`config.mk`:
```
export PLATFORM = sky130hd
export DESIGN_NAME = sync_ram_fifo
export DESIGN_NICKNAME = d
export VERILOG_FILES = /design/src/rtl/sfifo_pkg.sv /design/src/rtl/sfifo_mem.sv /design/src/rtl/sfifo_ctrl.sv /design/src/rtl/sfifo_flags.sv /design/src/rtl/sync_ram_fifo.sv
export SDC_FILE = /design/constraint.sdc
export NUM_CORES = 1
export LEC_CHECK = 0
export ABC_AREA = 1
export ABC_CLOCK_PERIOD_IN_PS = 4210
export BUFFER_PORTS_ARGS = -buffer_cell sky130_fd_sc_hd__buf_2
export CAP_MARGIN = 25
export CORE_ASPECT_RATIO = 0.7
export CORE_MARGIN = 4
export CORE_UTILIZATION = 30
export CTS_BUF_LIST = sky130_fd_sc_hd__clkbuf_16
export CTS_CLUSTER_DIAMETER = 150
export DETAILED_ROUTE_END_ITERATION = 7
export GPL_TIMING_DRIVEN = 0
export SLEW_MARGIN = 5
export SYNTH_ARGS = -nofsm -noshare
export SYNTH_HDL_FRONTEND = slang
export SYNTH_SLANG_ARGS = --single-unit
```
`constraint.sdc`:
```
create_clock -name clk -period 4.21 [get_ports clk]
set_clock_uncertainty 0.2 [all_clocks]
set_input_delay 0.842 -clock clk [delete_from_list [all_inputs] [get_ports clk]]
set_output_delay 0.842 -clock clk [all_outputs]
set_load 0.01 [all_outputs]
```
`src/rtl/sfifo_pkg.sv`:
```
package sfifo_pkg;
    typedef struct packed {
        logic full;
        logic almost_full;
        logic empty;
        logic almost_empty;
    } sfifo_flags_t;
endpackage

```
`src/rtl/sfifo_mem.sv`:
```
module sfifo_mem #(
    parameter int DATA_W   = 8,
    parameter int DEPTH    = 16,
    parameter bit ASYNC_RD = 1'b0,
    localparam int AW      = $clog2(DEPTH)
) (
    input  logic              clk,
    input  logic              we,
    input  logic [AW-1:0]     waddr,
    input  logic [DATA_W-1:0] wdata,
    input  logic              re,
    input  logic [AW-1:0]     raddr,
    output logic [DATA_W-1:0] rdata
);
    // storage array, no reset so it maps onto RAM
    logic [DATA_W-1:0] store [DEPTH];

    always_ff @(posedge clk) begin
        if (we) store[waddr] <= wdata;
    end

    generate
        if (ASYNC_RD) begin : g_async
            assign rdata = store[raddr];
        end else begin : g_sync
            logic [DATA_W-1:0] rdata_q;
            always_ff @(posedge clk) begin
                if (re) rdata_q <= store[raddr];
            end
            assign rdata = rdata_q;
        end
    endgenerate
endmodule

```
`src/rtl/sfifo_ctrl.sv`:
```
module sfifo_ctrl #(
    parameter int DEPTH = 16,
    localparam int AW   = $clog2(DEPTH),
    localparam int CW   = AW + 1
) (
    input  logic          clk,
    input  logic          rst_n,
    input  logic          wr_req,
    input  logic          rd_req,
    output logic          wr_ok,
    output logic          rd_ok,
    output logic [AW-1:0] wr_ptr,
    output logic [AW-1:0] rd_ptr,
    output logic [CW-1:0] count
);
    localparam logic [AW-1:0] LAST_C = AW'(DEPTH - 1);
    localparam logic [CW-1:0] FULL_C = CW'(DEPTH);

    typedef struct packed {
        logic [AW-1:0] wp;
        logic [AW-1:0] rp;
        logic [CW-1:0] cnt;
    } ctrl_st_t;

    ctrl_st_t st_d, st_q;

    function automatic logic [AW-1:0] step_ptr(input logic [AW-1:0] p);
        return (p == LAST_C) ? '0 : p + 1'b1;
    endfunction

    always_comb begin
        st_d  = st_q;
        wr_ok = wr_req && (st_q.cnt != FULL_C);
        rd_ok = rd_req && (st_q.cnt != '0);
        if (wr_ok) st_d.wp = step_ptr(st_q.wp);
        if (rd_ok) st_d.rp = step_ptr(st_q.rp);
        case ({wr_ok, rd_ok})
            2'b10:   st_d.cnt = st_q.cnt + 1'b1;
            2'b01:   st_d.cnt = st_q.cnt - 1'b1;
            default: st_d.cnt = st_q.cnt;
        endcase
    end

    always_ff @(posedge clk) begin
        if (!rst_n) st_q <= '0;
        else        st_q <= st_d;
    end

    assign wr_ptr = st_q.wp;
    assign rd_ptr = st_q.rp;
    assign count  = st_q.cnt;
endmodule

```
`src/rtl/sfifo_flags.sv`:
```
module sfifo_flags
    import sfifo_pkg::*;
#(
    parameter int DEPTH    = 16,
    parameter int HI_MARK  = 12,
    parameter int LO_MARK  = 4,
    parameter bit ASYNC_RD = 1'b0,
    localparam int CW      = $clog2(DEPTH) + 1
) (
    input  logic          clk,
    input  logic          rst_n,
    input  logic [CW-1:0] count,
    input  logic          rd_ok,
    output sfifo_flags_t  flags,
    output logic          rd_valid
);
    localparam logic [CW-1:0] FULL_C = CW'(DEPTH);
    localparam logic [CW-1:0] HI_C   = CW'(HI_MARK);
    localparam logic [CW-1:0] LO_C   = CW'(LO_MARK);

    logic [CW-1:0] shown;

    generate
        if (ASYNC_RD) begin : g_direct
            assign shown    = count;
            assign rd_valid = rd_ok;
        end else begin : g_lagged
            typedef struct packed {
                logic [CW-1:0] vis;
                logic          vld;
            } lag_st_t;
            lag_st_t lag_d, lag_q;

            always_comb begin
                lag_d.vis = count;
                lag_d.vld = rd_ok;
            end

            always_ff @(posedge clk) begin
                if (!rst_n) lag_q <= '0;
                else        lag_q <= lag_d;
            end

            assign shown    = lag_q.vis;
            assign rd_valid = lag_q.vld;
        end
    endgenerate

    always_comb begin
        flags.full         = (count == FULL_C);
        flags.almost_full  = (count > HI_C);
        flags.empty        = (shown == '0);
        flags.almost_empty = (shown < LO_C);
    end
endmodule

```
`src/rtl/sync_ram_fifo.sv`:
```
module sync_ram_fifo
    import sfifo_pkg::*;
#(
    parameter int DATA_W   = 8,
    parameter int DEPTH    = 16,
    parameter int HI_MARK  = 12,
    parameter int LO_MARK  = 4,
    parameter bit ASYNC_RD = 1'b0
) (
    input  logic              clk,
    input  logic              rst_n,
    input  logic              wr_en,
    input  logic [DATA_W-1:0] wr_data,
    input  logic              rd_en,
    output logic [DATA_W-1:0] rd_data,
    output logic              rd_valid,
    output logic              full,
    output logic              almost_full,
    output logic              empty,
    output logic              almost_empty
);
    localparam int AW = $clog2(DEPTH);
    localparam int CW = AW + 1;

    logic          wr_ok, rd_ok;
    logic [AW-1:0] wr_ptr, rd_ptr;
    logic [CW-1:0] fill_cnt;
    sfifo_flags_t  flg;

    sfifo_ctrl #(.DEPTH(DEPTH)) u_ctrl (
        .clk    (clk),
        .rst_n  (rst_n),
        .wr_req (wr_en),
        .rd_req (rd_en),
        .wr_ok  (wr_ok),
        .rd_ok  (rd_ok),
        .wr_ptr (wr_ptr),
        .rd_ptr (rd_ptr),
        .count  (fill_cnt)
    );

    sfifo_mem #(.DATA_W(DATA_W), .DEPTH(DEPTH), .ASYNC_RD(ASYNC_RD)) u_mem (
        .clk   (clk),
        .we    (wr_ok),
        .waddr (wr_ptr),
        .wdata (wr_data),
        .re    (rd_ok),
        .raddr (rd_ptr),
        .rdata (rd_data)
    );

    sfifo_flags #(.DEPTH(DEPTH), .HI_MARK(HI_MARK), .LO_MARK(LO_MARK),
                  .ASYNC_RD(ASYNC_RD)) u_flags (
        .clk      (clk),
        .rst_n    (rst_n),
        .count    (fill_cnt),
        .rd_ok    (rd_ok),
        .flags    (flg),
        .rd_valid (rd_valid)
    );

    assign full         = flg.full;
    assign almost_full  = flg.almost_full;
    assign empty        = flg.empty;
    assign almost_empty = flg.almost_empty;
endmodule

```
== Word-level counts from Yosys, hierarchy flattened ==
Memory sizes are Yosys's and may differ from the RTL's. A register that Yosys moved wholly into a read port is not among the register bits.
Cells that the tools add are included.
Storage, ports and cells
  input bits: 12
  latch bits: 0
  register bits after elaboration: 19
  RAM bits: 128
  ROM bits: 0
  word-level logic and storage cells: 28
  memories kept: 1
  output and inout bits: 13
Memories
  u_mem.store: depth 16, bits a word 8, rd ports 1, clocked after Yosys merged registers in 1, wr ports 1, line sfifo_mem.sv:16  | logic [DATA_W-1:0] store [DEPTH];
Cells by class
  multipliers: 0
  $lt $le $gt $ge: 2
  add/sub/neg operators: 4
  multiplexer cells: 5
  reductions and logical operators: 5
  shift-type cells: 0
  eq/ne operators: 6
  divide/modulo/power cells: 0
  bitwise logic cells: 0
Operator list (count)
  5-bit one-hot mux with 2 select lines: 1
  4-bit by 1-bit adder with 4-bit output, second input constant: 2
  4-bit == test, second input constant: 2
  4-bit two-way mux: 2
  5-bit by 1-bit adder with 5-bit output, second input constant: 1
  5-bit == test, second input constant: 1
  5-bit by 4-bit greater-than comparator with 1-bit output, second input constant: 1
  5-bit logical NOT: 1
  5-bit by 3-bit less-than comparator with 1-bit output, second input constant: 1
  5-bit != test, second input constant: 1
  5-bit nonzero test: 1
  5-bit by 1-bit subtractor with 5-bit output, second input constant: 1
  2-bit by 1-bit == test with 1-bit output, second input constant: 1
  2-bit == test, second input constant: 1
  1-bit logical AND: 2
  1-bit two-way mux: 2
  2-bit nonzero test: 1

== Logic depth before layout (Yosys ltp) ==
  depth after elaboration: 4
  gate-level depth with buffers: 13
  depth with buffers taken out: 13

== Modules after synthesis ==
From an unflattened synthesis, not the netlist that was laid out.
Second synthesis, totals
  cells, all modules: 695
  area total of the unflattened synthesis: 6864.1 µm²
Modules (own cells, without submodules)
  sfifo_mem: sequential area each 4083.9 µm², instances 1, area each 5846.9 µm², cells an instance 551
  sfifo_ctrl: sequential area each 260.2 µm², instances 1, area each 780.7 µm², cells an instance 108
  sfifo_flags: sequential area each 120.1 µm², instances 1, area each 236.5 µm², cells an instance 36

== Worst setup path before layout ==
OpenSTA, ideal clock, no wires.
  kind: input to register
  start point: input port rd_en
  end point: register u_ctrl.st_q, in the netlist u_ctrl.count[3]
  arrival: 2357 ps
  library setup time: 115 ps
  stages on the path: 9
  setup slack: 1538 ps
  buffers on the path: 0
  required time: 3895 ps
  cells stage by stage: nand2_1 > inv_1 > ha_1 > ha_1 > or2_2 > nand3_1 > nand2_1 > o21ai_0 > inv_1
Between the ends
  word-level cells in the longest chain between the ends: 3
  elaborated cells between the ends (all ways): 5
  classes of those cells: eq/ne (2); mux (1); reduce/logical (2)
Ends and longest elaborated chain
  from (decl): line sync_ram_fifo.sv:14  | input logic rd_en,
  1-bit logical AND *: line sfifo_ctrl.sv:34  | rd_ok = rd_req && (st_q.cnt != '0);
  net rd_ok: line sync_ram_fifo.sv:25  | logic wr_ok, rd_ok;
  2-bit by 1-bit == test with 1-bit output / 2-bit == test (equally long branches): line sfifo_ctrl.sv:37  | case ({wr_ok, rd_ok})
  5-bit one-hot mux with 2 select lines / 2-bit nonzero test (equally long branches)
  to (signal assigned): line sfifo_ctrl.sv:46  | else st_q <= st_d;
  to (decl): line sfifo_ctrl.sv:25  | ctrl_st_t st_d, st_q;
Mark *: on every way through the listed nets, which the timed path passes. The rest lies on a longest branch.
A chain may end at the register's enable or synchronous reset.

== Final worst setup path ==
  start point: register u_ctrl.st_q, in the netlist u_ctrl.count[0]
  end point: register u_ctrl.st_q, in the netlist u_ctrl.count[3]
Between the ends
  word-level cells in the longest chain between the ends: 4
  elaborated cells between the ends (all ways): 10
  classes of those cells: add/sub (2); eq/ne (3); mux (1); reduce/logical (4)
Ends and longest elaborated chain (line)
  5-bit nonzero test *: sfifo_ctrl.sv:34
  1-bit logical AND *: sfifo_ctrl.sv:34
  net rd_ok: sync_ram_fifo.sv:25
  2-bit by 1-bit == test with 1-bit output / 2-bit == test (equally long branches): sfifo_ctrl.sv:37
  5-bit one-hot mux with 2 select lines / 2-bit nonzero test (equally long branches)
Marked as above.

==> flow_summary.json <==
{
  "status": "finished, final reports clean",
  "antenna_cells": 0,
  "ctsResizeCount": 0,
  "overflow": 0,
  "port_buffers": 23,
  "finish.instance_area_um2": 7810,
  "clockRootBuffer": "clkbuf_16",
  "numCtsBuffers": 17,
  "drtIter0Drc": 454,
  "rsz0062_at_grt": "false",
  "avgSynthCellArea_um2": 9.80,
  "grt_pass1_vias": 4315,
  "final_common_cell": "nand2_1",
  "max_freq_ghz": 0.327,
  "grt_max_degree": 17,
  "antenna_left": 0,
  "slowest_stage": "dfxtp_1",
  "report.final.slew_viol_count": 0,
  "drive_gt1_share_pct": 10.4,
  "crit_type": "register to register",
  "timing.setup.tns_ps": 0,
  "utilization_pct": 35.7,
  "gp_congestion": 0.788,
  "synth_seq_cells": 155,
  "worst_pin_slew_ps": 925,
  "synth_edf_count": 136,
  "clk_pin_slew_ps": 60,
  "synth_area_um2": 6740,
  "synthDistinctLibCells": 24,
  "hold_slack_ps": 306,
  "final_cell_mix": "nand2_1 (245), edfxtp_1 (136), inv_1 (96), nand3_1 (66), nor2_1 (55)",
  "area_growth_pct": 15.8,
  "route.detailed.drc": 0,
  "core-area_um2": 21900,
  "worst-endpoint-arrival_ps": 3170,
  "vias_per_cell": 4.55,
  "io_pins": 25,
  "htree_levels": 4,
  "die_area_um2": 25000,
  "critical_path.cell_chain": "nor2_1 -> nand3_1 -> nand2_1 -> inv_1 -> ha_1 -> ha_1 -> or2_2 -> nand3_1 -> nand2_1 -> o21ai_0 -> inv_1",
  "fp-row-count": 45,
  "startpoint_type": "register",
  "vdd_drop_max_uv": 322,
  "hpwl_mm": 10.7,
  "post_dp_cell_area_um2": 7210,
  "ys.flop_type": "edfxtp_1",
  "period_minus_slack_ps": 3060,
  "postCtsSetupBuffers": 0,
  "grt_usage_pct": 13.1,
  "async_reset_ff_share_pct": 0,
  "p_leak_nw": 3.38,
  "powerDensity_nw_per_um2": 573,
  "hold_buffers": 0,
  "wl_per_cell_um": 15.6,
  "n_fill_cell": 2160,
  "setup_viol": 0,
  "hold_violations": 0,
  "synth_warnings": 0,
  "num_vias": 4659,
  "antenna_found_initial": 0,
  "yosysSeqAreaShare_pct": 66.2,
  "fin_crit_sh_pct": 72.7,
  "drtPass1Iterations": 5,
  "cap_violations": 0,
  "nNetsFinal": 752,
  "path_max_fanout": 11,
  "cts_tree": "done",
  "clock_latency_ps": 420,
  "die_h_um": 133,
  "total_power_mw": 4.48,
  "synthCells": 688,
  "cts_buffer_depth": 2,
  "start_util_pct": 30.8,
  "cp_top_family": "simple AND/OR/NAND/NOR gates",
  "cts.sinks": 155,
  "grt_pass1_wl_mm": 24.9,
  "cpPeakStageDelay_ps": 470,
  "critPathRequiredTime_ps": 4320,
  "wl_mm": 16.0,
  "relSlewSlack_pct": 38.1,
  "die_w_um": 187,
  "path_buf_inv": 2,
  "synth_nets": 710,
  "end_kind": "register",
  "hp-class": "register to register"
}
[stage by stage]
step | instances | setup slack (ps)
after floorplan | 688 | 1540
after global placement | 993 | 1040
after detailed placement | 993 | 996
after CTS | 1025 | 1170
after global routing | 1025 | 989
final | 1025 | 1150
[worst register-to-register path, cell delays in order (launching register included)]
cell and delay, ps:
dfxtp_1 470, nor2_1 130, nand3_1 160, nand2_1 190
inv_1 470, ha_1 400, ha_1 320, or2_2 300
nand3_1 80, nand2_1 50, o21ai_0 140, inv_1 60
[worst paths after layout]
path	slack (ps)	start	cells past startpoint	endpoint
min reg2reg	310	u_ctrl.count[3]$_SDFFE_PN0P_	2	u_flags.shown[3]$_SDFF_PN0_
max reg2reg	1150	u_ctrl.count[0]$_SDFFE_PN0P_	11	u_ctrl.count[3]$_SDFFE_PN0P_
max	1150	u_ctrl.count[0]$_SDFFE_PN0P_	11	u_ctrl.count[3]$_SDFFE_PN0P_
min	310	u_ctrl.count[3]$_SDFFE_PN0P_	2	u_flags.shown[3]$_SDFF_PN0_
[state kept, by name, summed over array words and instances (netlist names)]
name	flops
u_ctrl.count	5
u_mem.rdata	8
u_ctrl.rd_ptr	4
u_flags.shown	5
u_mem.store	128
u_ctrl.wr_ptr	4
u_flags.rd_valid	1
[power breakdown]
| group | switching (mW) | internal [mW] | leakage (nW) |
|---|---|---|---|
| Clock | 0.673 | 0.899 | 0.299 |
| Combinational | 0.718 | 0.326 | 1.69 |
| Sequential | 0.0594 | 1.80 | 1.39 |
[per-layer routing]
layer,vias to the layer above,wire [µm],track usage (%)
met5,-,0,0
met4,0,158,3.16
met3,15,1220,3.33
met2,153,6430,17.7
met1,2208,8230,20.8
li1,2283,-,-
[cell usage after synthesis, drive strengths merged, types with 2 or more instances]
| cell type | count | area [µm²] |
|---|---|---|
| nand4 | 2 | 12.5 |
| o21ai | 15 | 75.1 |
| dfxtp | 19 | 380 |
| clkbuf | 6 | 22.5 |
| nor2 | 55 | 206 |
| edfxtp | 136 | 4080 |
| ha | 9 | 113 |
| nand2 | 246 | 926 |
| inv | 97 | 364 |
| a21oi | 6 | 30.0 |
| buf | 19 | 101 |
| nand3 | 66 | 330 |
| xor2 | 4 | 35.0 |
| or2 | 3 | 18.8 |
[area by class of cell]
| cell class | count | area, µm² | area share, % |
|---|---|---|---|
| plain buffers | 25 | 124 | 1.59 |
| clock buffers | 17 | 425 | 5.45 |
| clock inverters | 15 | 175 | 2.24 |
| inverters | 98 | 368 | 4.71 |
| multi-input cells | 410 | 1790 | 22.9 |
| flip-flops and latches | 155 | 4460 | 57.1 |
| well taps | 282 | 353 | 4.52 |
| repair buffers | 23 | 115 | 1.47 |
[cells by family (layout without fill, tap and decap cells)]
family	count (synthesis)	count (layout)	synth area share [%]
buffers and inverters	123	178	7.29
xor gates and xnor gates	5	5	0.649
adders and majority gates	10	10	1.97
DFF	155	155	66.2
and+or+nand+nor	374	374	22.3
AOI/OAI and AO/OA	21	21	1.56
No activity file was read; power rests on OpenSTA's default activity.
